<file path="config.mk">
export PLATFORM = sky130hd
export DESIGN_NAME = jtag_idcode_tap
export DESIGN_NICKNAME = d
export VERILOG_FILES = /design/src/rtl/jtag_idcode_tap.sv
export SDC_FILE = /design/constraint.sdc
export NUM_CORES = 1
export LEC_CHECK = 0
export ABC_AREA = 1
export ABC_CLOCK_PERIOD_IN_PS = 1400
export BUFFER_PORTS_ARGS = -buffer_cell sky130_fd_sc_hd__buf_2
export CAP_MARGIN = 25
export CELL_PAD_IN_SITES_DETAIL_PLACEMENT = 0
export CELL_PAD_IN_SITES_GLOBAL_PLACEMENT = 1
export CORE_ASPECT_RATIO = 1.4
export CORE_MARGIN = 5
export CORE_UTILIZATION = 45
export CTS_BUF_LIST = sky130_fd_sc_hd__clkbuf_8
export DETAILED_ROUTE_END_ITERATION = 10
export PLACE_DENSITY = 0.83
export SLEW_MARGIN = 20
export SYNTH_ARGS = -nofsm -noshare
export SYNTH_HDL_FRONTEND = slang
export SYNTH_SLANG_ARGS = --single-unit
</file>
<file path="constraint.sdc">
create_clock -name tck -period 1.4 [get_ports tck]
set_input_delay 0.07 -clock tck [delete_from_list [all_inputs] [get_ports tck]]
set_output_delay 0.07 -clock tck [all_outputs]
set_load 0.01 [all_outputs]
</file>
<file path="src/rtl/jtag_idcode_tap.sv">
module jtag_idcode_tap #(
  parameter int          IR_BITS  = 4,
  parameter int          ID_BITS  = 32,
  parameter logic [31:0] ID_VALUE = 32'hC3631093,
  parameter logic [3:0]  OP_IDENT = 4'b0010
) (
  input  logic tck,
  input  logic trst_n,
  input  logic tms,
  input  logic tdi,
  output logic tdo,
  output logic tdo_oe
);

  localparam logic [IR_BITS-1:0] IR_CAPTURE = IR_BITS'(1);
  localparam logic [IR_BITS-1:0] OP_ID      = OP_IDENT[IR_BITS-1:0];

  typedef enum logic [3:0] {
    TLR = 4'd0, RTI = 4'd1, SEL_DR = 4'd2, SEL_IR = 4'd3,
    CAP_IR = 4'd4, SH_IR = 4'd5, EX1_IR = 4'd6, PAU_IR = 4'd7,
    EX2_IR = 4'd8, UPD_IR = 4'd9, CAP_DR = 4'd10, SH_DR = 4'd11,
    EX1_DR = 4'd12, PAU_DR = 4'd13, EX2_DR = 4'd14, UPD_DR = 4'd15
  } tap_t;

  tap_t state, nxt;
  logic [IR_BITS-1:0] ir_sh, ir_q;
  logic [ID_BITS-1:0] id_sh;
  logic               byp;
  logic               id_sel, out_bit, in_shift;

  always_comb begin
    unique case (state)
      TLR:    nxt = tms ? TLR    : RTI;
      RTI:    nxt = tms ? SEL_DR : RTI;
      SEL_DR: nxt = tms ? SEL_IR : CAP_DR;
      SEL_IR: nxt = tms ? TLR    : CAP_IR;
      CAP_IR: nxt = tms ? EX1_IR : SH_IR;
      SH_IR:  nxt = tms ? EX1_IR : SH_IR;
      EX1_IR: nxt = tms ? UPD_IR : PAU_IR;
      PAU_IR: nxt = tms ? EX2_IR : PAU_IR;
      EX2_IR: nxt = tms ? UPD_IR : SH_IR;
      UPD_IR: nxt = tms ? SEL_DR : RTI;
      CAP_DR: nxt = tms ? EX1_DR : SH_DR;
      SH_DR:  nxt = tms ? EX1_DR : SH_DR;
      EX1_DR: nxt = tms ? UPD_DR : PAU_DR;
      PAU_DR: nxt = tms ? EX2_DR : PAU_DR;
      EX2_DR: nxt = tms ? UPD_DR : SH_DR;
      UPD_DR: nxt = tms ? SEL_DR : RTI;
      default: nxt = TLR;
    endcase
  end

  always_ff @(posedge tck or negedge trst_n)
    if (!trst_n) state <= TLR;
    else         state <= nxt;

  assign id_sel   = (ir_q == OP_ID);
  assign in_shift = (state == SH_IR) || (state == SH_DR);

  always_ff @(posedge tck or negedge trst_n)
    if (!trst_n) begin
      ir_sh <= IR_CAPTURE;
      ir_q  <= OP_ID;
    end else begin
      if (state == CAP_IR)     ir_sh <= IR_CAPTURE;
      else if (state == SH_IR) ir_sh <= {tdi, ir_sh[IR_BITS-1:1]};
      if (state == TLR)        ir_q <= OP_ID;
      else if (state == UPD_IR) ir_q <= ir_sh;
    end

  always_ff @(posedge tck or negedge trst_n)
    if (!trst_n) begin
      id_sh <= '0;
      byp   <= 1'b0;
    end else if (state == CAP_DR) begin
      if (id_sel) id_sh <= ID_VALUE[ID_BITS-1:0];
      else        byp   <= 1'b0;
    end else if (state == SH_DR) begin
      if (id_sel) id_sh <= {tdi, id_sh[ID_BITS-1:1]};
      else        byp   <= tdi;
    end

  assign out_bit = (state == SH_IR) ? ir_sh[0] : (id_sel ? id_sh[0] : byp);

  always_ff @(negedge tck or negedge trst_n)
    if (!trst_n) begin
      tdo    <= 1'b0;
      tdo_oe <= 1'b0;
    end else begin
      tdo_oe <= in_shift;
      if (in_shift) tdo <= out_bit;
    end

  logic [2:0] ones_q;
  always_ff @(posedge tck or negedge trst_n)
    if (!trst_n)           ones_q <= 3'd0;
    else if (!tms)         ones_q <= 3'd0;
    else if (ones_q != 3'd5) ones_q <= ones_q + 3'd1;

  assert_five_ones_R2: assert property (@(posedge tck) disable iff (!trst_n)
    (ones_q == 3'd5) |-> (state == TLR));

  assert_oe_only_shift_R3: assert property (@(posedge tck) disable iff (!trst_n)
    tdo_oe == ((state == SH_IR) || (state == SH_DR)));

  assert_ir_capture_R7: assert property (@(posedge tck) disable iff (!trst_n)
    (state == CAP_IR) |=> (ir_sh == IR_CAPTURE));

  assert_ir_hold_R8: assert property (@(posedge tck) disable iff (!trst_n)
    !((state == UPD_IR) || (state == TLR)) |=> $stable(ir_q));

  assert_id_load_R5: assert property (@(posedge tck) disable iff (!trst_n)
    ((state == CAP_DR) && id_sel) |=> (id_sh == ID_VALUE[ID_BITS-1:0]));

endmodule

</file>
==> Word-level counts from Yosys, hierarchy flattened <==
Cells that the tools add are included.
{ "classes": {"reduce_logical": 10, "n_mux": 27, "n_eq_ne": 20} }
{ "op_table": {"columns": ["operator", "count"], "rows": [
  ["$mux W32", 4],
  ["$pmux W4 S12", 1],
  ["$eq A4 B4 Y1 const B", 8],
  ["$mux W4", 8],
  ["$eq A4 B3 Y1 const B", 4],
  ["$eq A4 B2 Y1 const B", 3],
  ["$mux W3", 3],
  ["$mux W2", 4],
  ["$ne A2 B2 Y1 const B", 4],
  ["$mux W1", 7],
  ["$reduce_and A3 Y1", 2],
  ["$reduce_bool A2 Y1", 3],
  ["$eq A4 B1 Y1 const B", 1],
  ["$logic_not A4 Y1", 1],
  ["$reduce_or A2 Y1", 2],
  ["$reduce_or A3 Y1", 1],
  ["$logic_or A1 B1 Y1", 1]
]} }
{ "word_totals": {"in_bits": 4, "out_inout_bits": 2, "regBits": 47, "elab_cells": 64} }

==> Logic depth before layout (Yosys ltp) <==
Gate-level depths: netlist (run 1).
{ "logic_depth": {"ltp_word": 4, "mapped_depth": 7, "depth_no_buf": 7} }

==> results.md, run 1 <==
- Initial antenna violation count: 0
- DRC: 0
- Critical Path RT: 860 ps
- Clk Tree Root Cell: clkbuf_8
- Dpl hpwl: 2.59 mm
- Initial Util: 45.6%
- CP Class: register to register
- Failing checks: setup timing
- Synth Instances: 206
- # setup viols final: 37
- Die width: 66.8 um
- Top cells by area, synth: dfrtp_1, inv_1, o22ai_2
- First-pass GRT wire length: 7.30 mm
- Initial DRC count: 64
- Yosys top cell by area: dfrtp_1
- CP Capture Type: register
- Synth cell count leaders: dfrtp_1, inv_1, nand2_1, nor2_1, nand3_1
- Clock slew at reported path FFs: 90 ps
- Syn avg cell area: 9.87 um2
- Port Buf Inserts: 5
- Total grt overflow: 0
- Worst Tran Pin Value: 446 ps
- Status: finished, violations left
- CP startpoint kind: register
- Die Height: 89.5 um
- Synth Cell Area: 2030 um2
- Pin count of the biggest net entering global routing: 36
- EDFF count, synth: 0
- Primary FF master, synth: dfrtp_1
- Fraction of registers with async set/reset: 100%
- Worst vdd ir: 1380 uV
- Fin worst setup slack: -382 ps
- Area delta synth->final: 42.0%
- Maxcap violations: 0
- Count leader, synth: dfrtp_1
- FF-to-FF Start: ir_q[1]
- Endpoints failing hold: 0
- Max Slew Vio Count: 0
- Relative slew slack: 70.2%
- CP startpoint: ir_q[1]
- RePlAce Congestion: 0.829
- TNS Setup: -5180 ps
- Vias in the first global route: 1585
- Top-area cell type share of the netlist area: 52.9%
- 1st-pass router iterations: 4
- Worst Path Arrival: 1240 ps
- Clk sinks: 47
- Hold slack: 20.9 ps
- CTS tree: built
- Pwr Density: 1950 nW/um2
- R2R Setup Slk: -380 ps
- Via-to-Cell Ratio: 4.98
- Routed vias: 1593
- Yosys Warn Count: 0
- Hold Crit Start: tms
- Std cell rows: 29
- Clock Skews: 9.80 ps
- Syn_nets: 210
- Core Box Area: 4460 um2
- Clk Latency, worst-skew pair: 300 ps
- Unique masters post-synth: 23
- Maximum root-to-sink buffer count: 2
- Die area: 5980 um2
- Worst min path class: primary input to register
- Nets: 261
- RSZ-0062 raised after global routing: yes
- Leakage power: 1.33 nW
- Detail Route Antenna Nets: 0
- Drt total wl: 4.41 mm
- Inserted Diodes: 0
- H-tree levels: 2
- Layout cells sized above 1: 46.1%
- CP Max Fanout: 3
- Num CTS Buffers: 5
- DR WL/cell: 13.8 um
- Synthesis-stage register bit count: 47
- Total track usage: 16.5%
- Register area share after synthesis: 58.0%
- Num ports: 6
-- kinds of logic (layout without fill, tap and decap cells) --
kind of cell	count (synthesis)	after routing	synth area share [%]
compound gates	47	47	17.8
flops	47	47	58.0
simple gates	61	61	13.7
buf+inv	51	103	10.5
-- final cells by class --
cell class | instances | area [um2]
well taps | 62 | 77.6
fillers | 335 | 1580
repair buffers | 49 | 443
multi-input cells | 108 | 858
flip-flops and latches | 47 | 1180
clock inverters | 3 | 71.3
clock buffers | 5 | 68.8
repair inverters | 1 | 6.26
inverters | 45 | 179
-- power by group --
group	switching [mW]	leakage [nW]	internal (mW)
combinational	1.22	0.659	1.20
sequential	0.210	0.602	1.80
clock	0.477	0.0703	0.725
total	1.90	1.33	3.72
-- stage by stage --
stage / util (%) / instances / area, um2 / total power, mW / setup slack (ps)
after floorplan: - / 206 / 2050 / 3.00 / -373
after global placement: 52.3 / 297 / 2330 / 3.65 / -367
after detailed placement: 52.3 / 297 / 2330 / 3.68 / -419
after CTS: 62.4 / 321 / 2780 / 5.35 / -367
after global routing: 64.7 / 320 / 2890 / 5.97 / -451
final: 64.7 / 320 / 2890 / 5.62 / -382
-- flip-flops by register name, summed over array words and instances, names as in the netlist --
| name | count |
|---|---|
| byp | 1 |
| id_sh | 32 |
| ir_q | 4 |
| ir_sh | 4 |
| state | 4 |
| tdo | 1 |
| tdo_oe | 1 |
-- repair_timing --
item                                    in CTS  in global routing
endpoints found under the hold margin       10                  0
resized for setup                           38                 34
setup buffers                               15                  3
endpoints found under the setup margin      37                 38
gates cloned                                 4                  0
hold buffers                                 1                  0
pin swaps                                   10                 17
-- final timing paths --
kind | endpoint | cells past startpoint
max in group asynchronous | tdo_oe | 2
worst min register to register | tdo | 2
worst max register to register | tdo | 5
min in group asynchronous | ir_q[2] | 2
worst max-delay path | tdo | 5
worst min-delay path | state[3] | 3
-- worst max-delay path, stage by stage, from the launching register on --
cell and delay (ps):
dfstp_2 550, inv_2 40, nor2_4 120, nand3_2 100, nand3_2 80, a21oi_2 50
-- placed cells by master, fill, tap and decap left out, drive strengths merged --
cell and count:
bufinv 2, dfrtp 43, nand4 4, dfstp 2, a21oi 4, nor2 18
o21ai 7, inv 47, nand2 25, dfrtn 2, o211ai 3, clkbuf 5
buf 48, o22a 1, dlygate4sd3 1, o22ai 21, nand3 14, a22oi 11
-- metal layers --
metal | wire length, um | track usage [%]
met5 | 0 | 0
met4 | 83 | 7.02
met1 | 1790 | 19.0
met2 | 2440 | 29.4
met3 | 107 | 3.27
Note: power is estimated with default switching activity, not from simulation.
==> run 2: changes to the inputs <==
- CAP_MARGIN: 25 -> 5
- GPL_TIMING_DRIVEN: default -> 0
- MAX_ROUTING_LAYER: default -> met4
==> results.md, run 2 (same netlist as run 1, synthesis figures left out) <==
- DRC: 0
- Maxcap violations: 0
- Num CTS Buffers: 5
- Worst Tran Pin Value: 598 ps
- Total grt overflow: 0
- Clock power frac: 15.9%
- Leakage power: 1.31 nW
- First-pass GRT wire length: 7.65 mm
- Drt total wl: 4.58 mm
- CP bufs+invs: 2
- Die Height: 89.5 um
- Largest register FFs: 32
- Pre-CTS setup slack: -563 ps
- Fin worst setup slack: -393 ps
- Pin count of the biggest net entering global routing: 48
- Detail Route Antenna Nets: 0
- FF-to-FF Start: state[2]
- Dpl hpwl: 2.44 mm
- Slowest cell on crit path: dfrtp_2
- Worst vdd ir: 1050 uV
- Clock Skews: 6.33 ps
- DR WL/cell: 14.6 um
- Switching Fraction: 37.1%
- Clock slew at reported path FFs: 90 ps
- Layout cells sized above 1: 46.6%
- Final Total Pwr: 5.01 mW
- Via-to-Cell Ratio: 5.10
- Std cell rows: 29
- Most frequent cells in the layout: dfrtp_1, inv_1, buf_4
- CP Class: register to register
- Hold slack: -233 ps
- Worst min path class: primary input to asynchronous set/reset pin
- CP startpoint kind: register
- CP top delay family: flip-flops
- CTS tree: built
- CP Capture Type: register
- Initial DRC count: 48
- Internal power: 3.15 mW
- Max incr delay on CP: 470 ps
- Initial Util: 45.6%
- Crit Reg-Reg Endpoint: tdo
- Commonest non-fill, non-tap cell in the layout: dfrtp_1
- Core Box Area: 4460 um2
- Sequential share of power: 40.6%
- Initial antenna violation count: 0
- Relative slew slack: 60.1%
- Die area: 5980 um2
- Num ports: 6
- Worst r2r path cells: 7
- Max Slew Vio Count: 0
- Sw power: 1.86 mW
- Worst Path Arrival: 1250 ps
- Endpoints failing hold: 43
- Status: finished, violations left
- Routed vias: 1595
- Failing checks: hold timing, setup timing
- R2R Setup Slk: -390 ps
- Maximum root-to-sink buffer count: 2
- # setup viols final: 36
- TNS Setup: -9890 ps
- CP Max Fanout: 4
- Total track usage: 17.7%
- Cell mode on critical path: nand2_4
- Die width: 66.8 um
- Clk sinks: 47
- Pwr Density: 1780 nW/um2
- Critical Path RT: 850 ps
- Port Buf Inserts: 5
- Post-route cell area: 2820 um2
- Clk Tree Root Cell: clkbuf_8
- Comb power frac: 43.5%
- Worst path cell trace: inv_4, nor2_4, nand2_4, nand2_4, nand2_2, inv_2, a21oi_2
- Clk Latency, worst-skew pair: 300 ps
- RePlAce Congestion: 0.832
- Area delta synth->final: 38.8%
- Vias in the first global route: 1681
- Inserted Diodes: 0
- RSZ-0062 raised after global routing: yes
- Nets: 254
- Biggest register: id_sh
- H-tree levels: 2
- 1st-pass router iterations: 4
- Placed inst area: 2150 um2
==> run 2: cell types whose count changed in the layout (fill, tap and decap cells not counted), sizes merged <==
| cell | before | now |
|---|---|---|
| buf | 48 | 43 |
| bufinv | 2 | 0 |
| clkinv | 0 | 2 |
| clkinvlp | 0 | 1 |
| dlygate4sd3 | 1 | 0 |
| inv | 47 | 45 |
==> run 2: worst max-delay path by stage <==
stage              from  end  slack, ps  depth (start not counted)
6_report       state[2]  tdo       -390                          7
4_1_cts         ir_q[1]  tdo       -400                          5
3_3_place_gp   state[0]  tdo       -550                          7
5_1_grt        state[3]  tdo       -440                          7
3_5_place_dp    ir_q[1]  tdo       -560                          6
2_1_floorplan   ir_q[1]  tdo       -370                          6
==> run 2: power by group through the flow <==
| stage | clock network, mW | registers [mW] | logic, mW |
|---|---|---|---|
| after floorplan | 0 | 1.99 | 1.01 |
| after global placement | 0 | 2.02 | 1.27 |
| after detailed placement | 0 | 2.03 | 1.29 |
| after CTS | 0.808 | 1.99 | 1.96 |
| after global routing | 0.863 | 2.08 | 2.40 |
| final | 0.796 | 2.04 | 2.18 |
==> run 2: worst register-to-register path: cells and delay by family (launching register included) <==
family | cells | cell delay (ps)
DFF | 1 | 470
and+or+nand+nor | 4 | 330
buffers and inverters | 2 | 110
AOI/OAI and AO/OA | 1 | 40
==> run 2: cell type report <==
| type | count | area (um2) |
|---|---|---|
| tap | 62 | 77.6 |
| timing repair buffer | 38 | 383 |
| clock buffer | 5 | 68.8 |
| clock inverter | 3 | 16.3 |
| buffer | 5 | 52.6 |
| fill | 348 | 1640 |
| sequential | 47 | 1180 |
| inverter | 45 | 179 |
| multi-input combinational | 108 | 862 |
==> run 2: per-stage QoR <==
step	instances	utilization, %
2_1_floorplan	206	-
6_report	313	63.2
3_3_place_gp	273	48.2
3_5_place_dp	273	48.2
4_1_cts	307	60.4
5_1_grt	313	63.2
==> run 2: what timing repair did <==
action                                 in CTS  in global routing
gates cloned                                4                  0
endpoints found under the hold margin      43                 43
resized for setup                          54                 30
buffers inserted                           22                 10
setup endpoints to repair                  35                 38
pin swaps                                  11                 10
==> run 2: per-layer routing <==
layer  vias up  part of all wire, %  global-route usage [%]
li1        770                    -                       -
met1       797                   39                    19.6
met2        19                   56                    29.8
met3         9                  2.6                    3.65
met4         0                  2.2                    9.06
met5         -                    0                       -
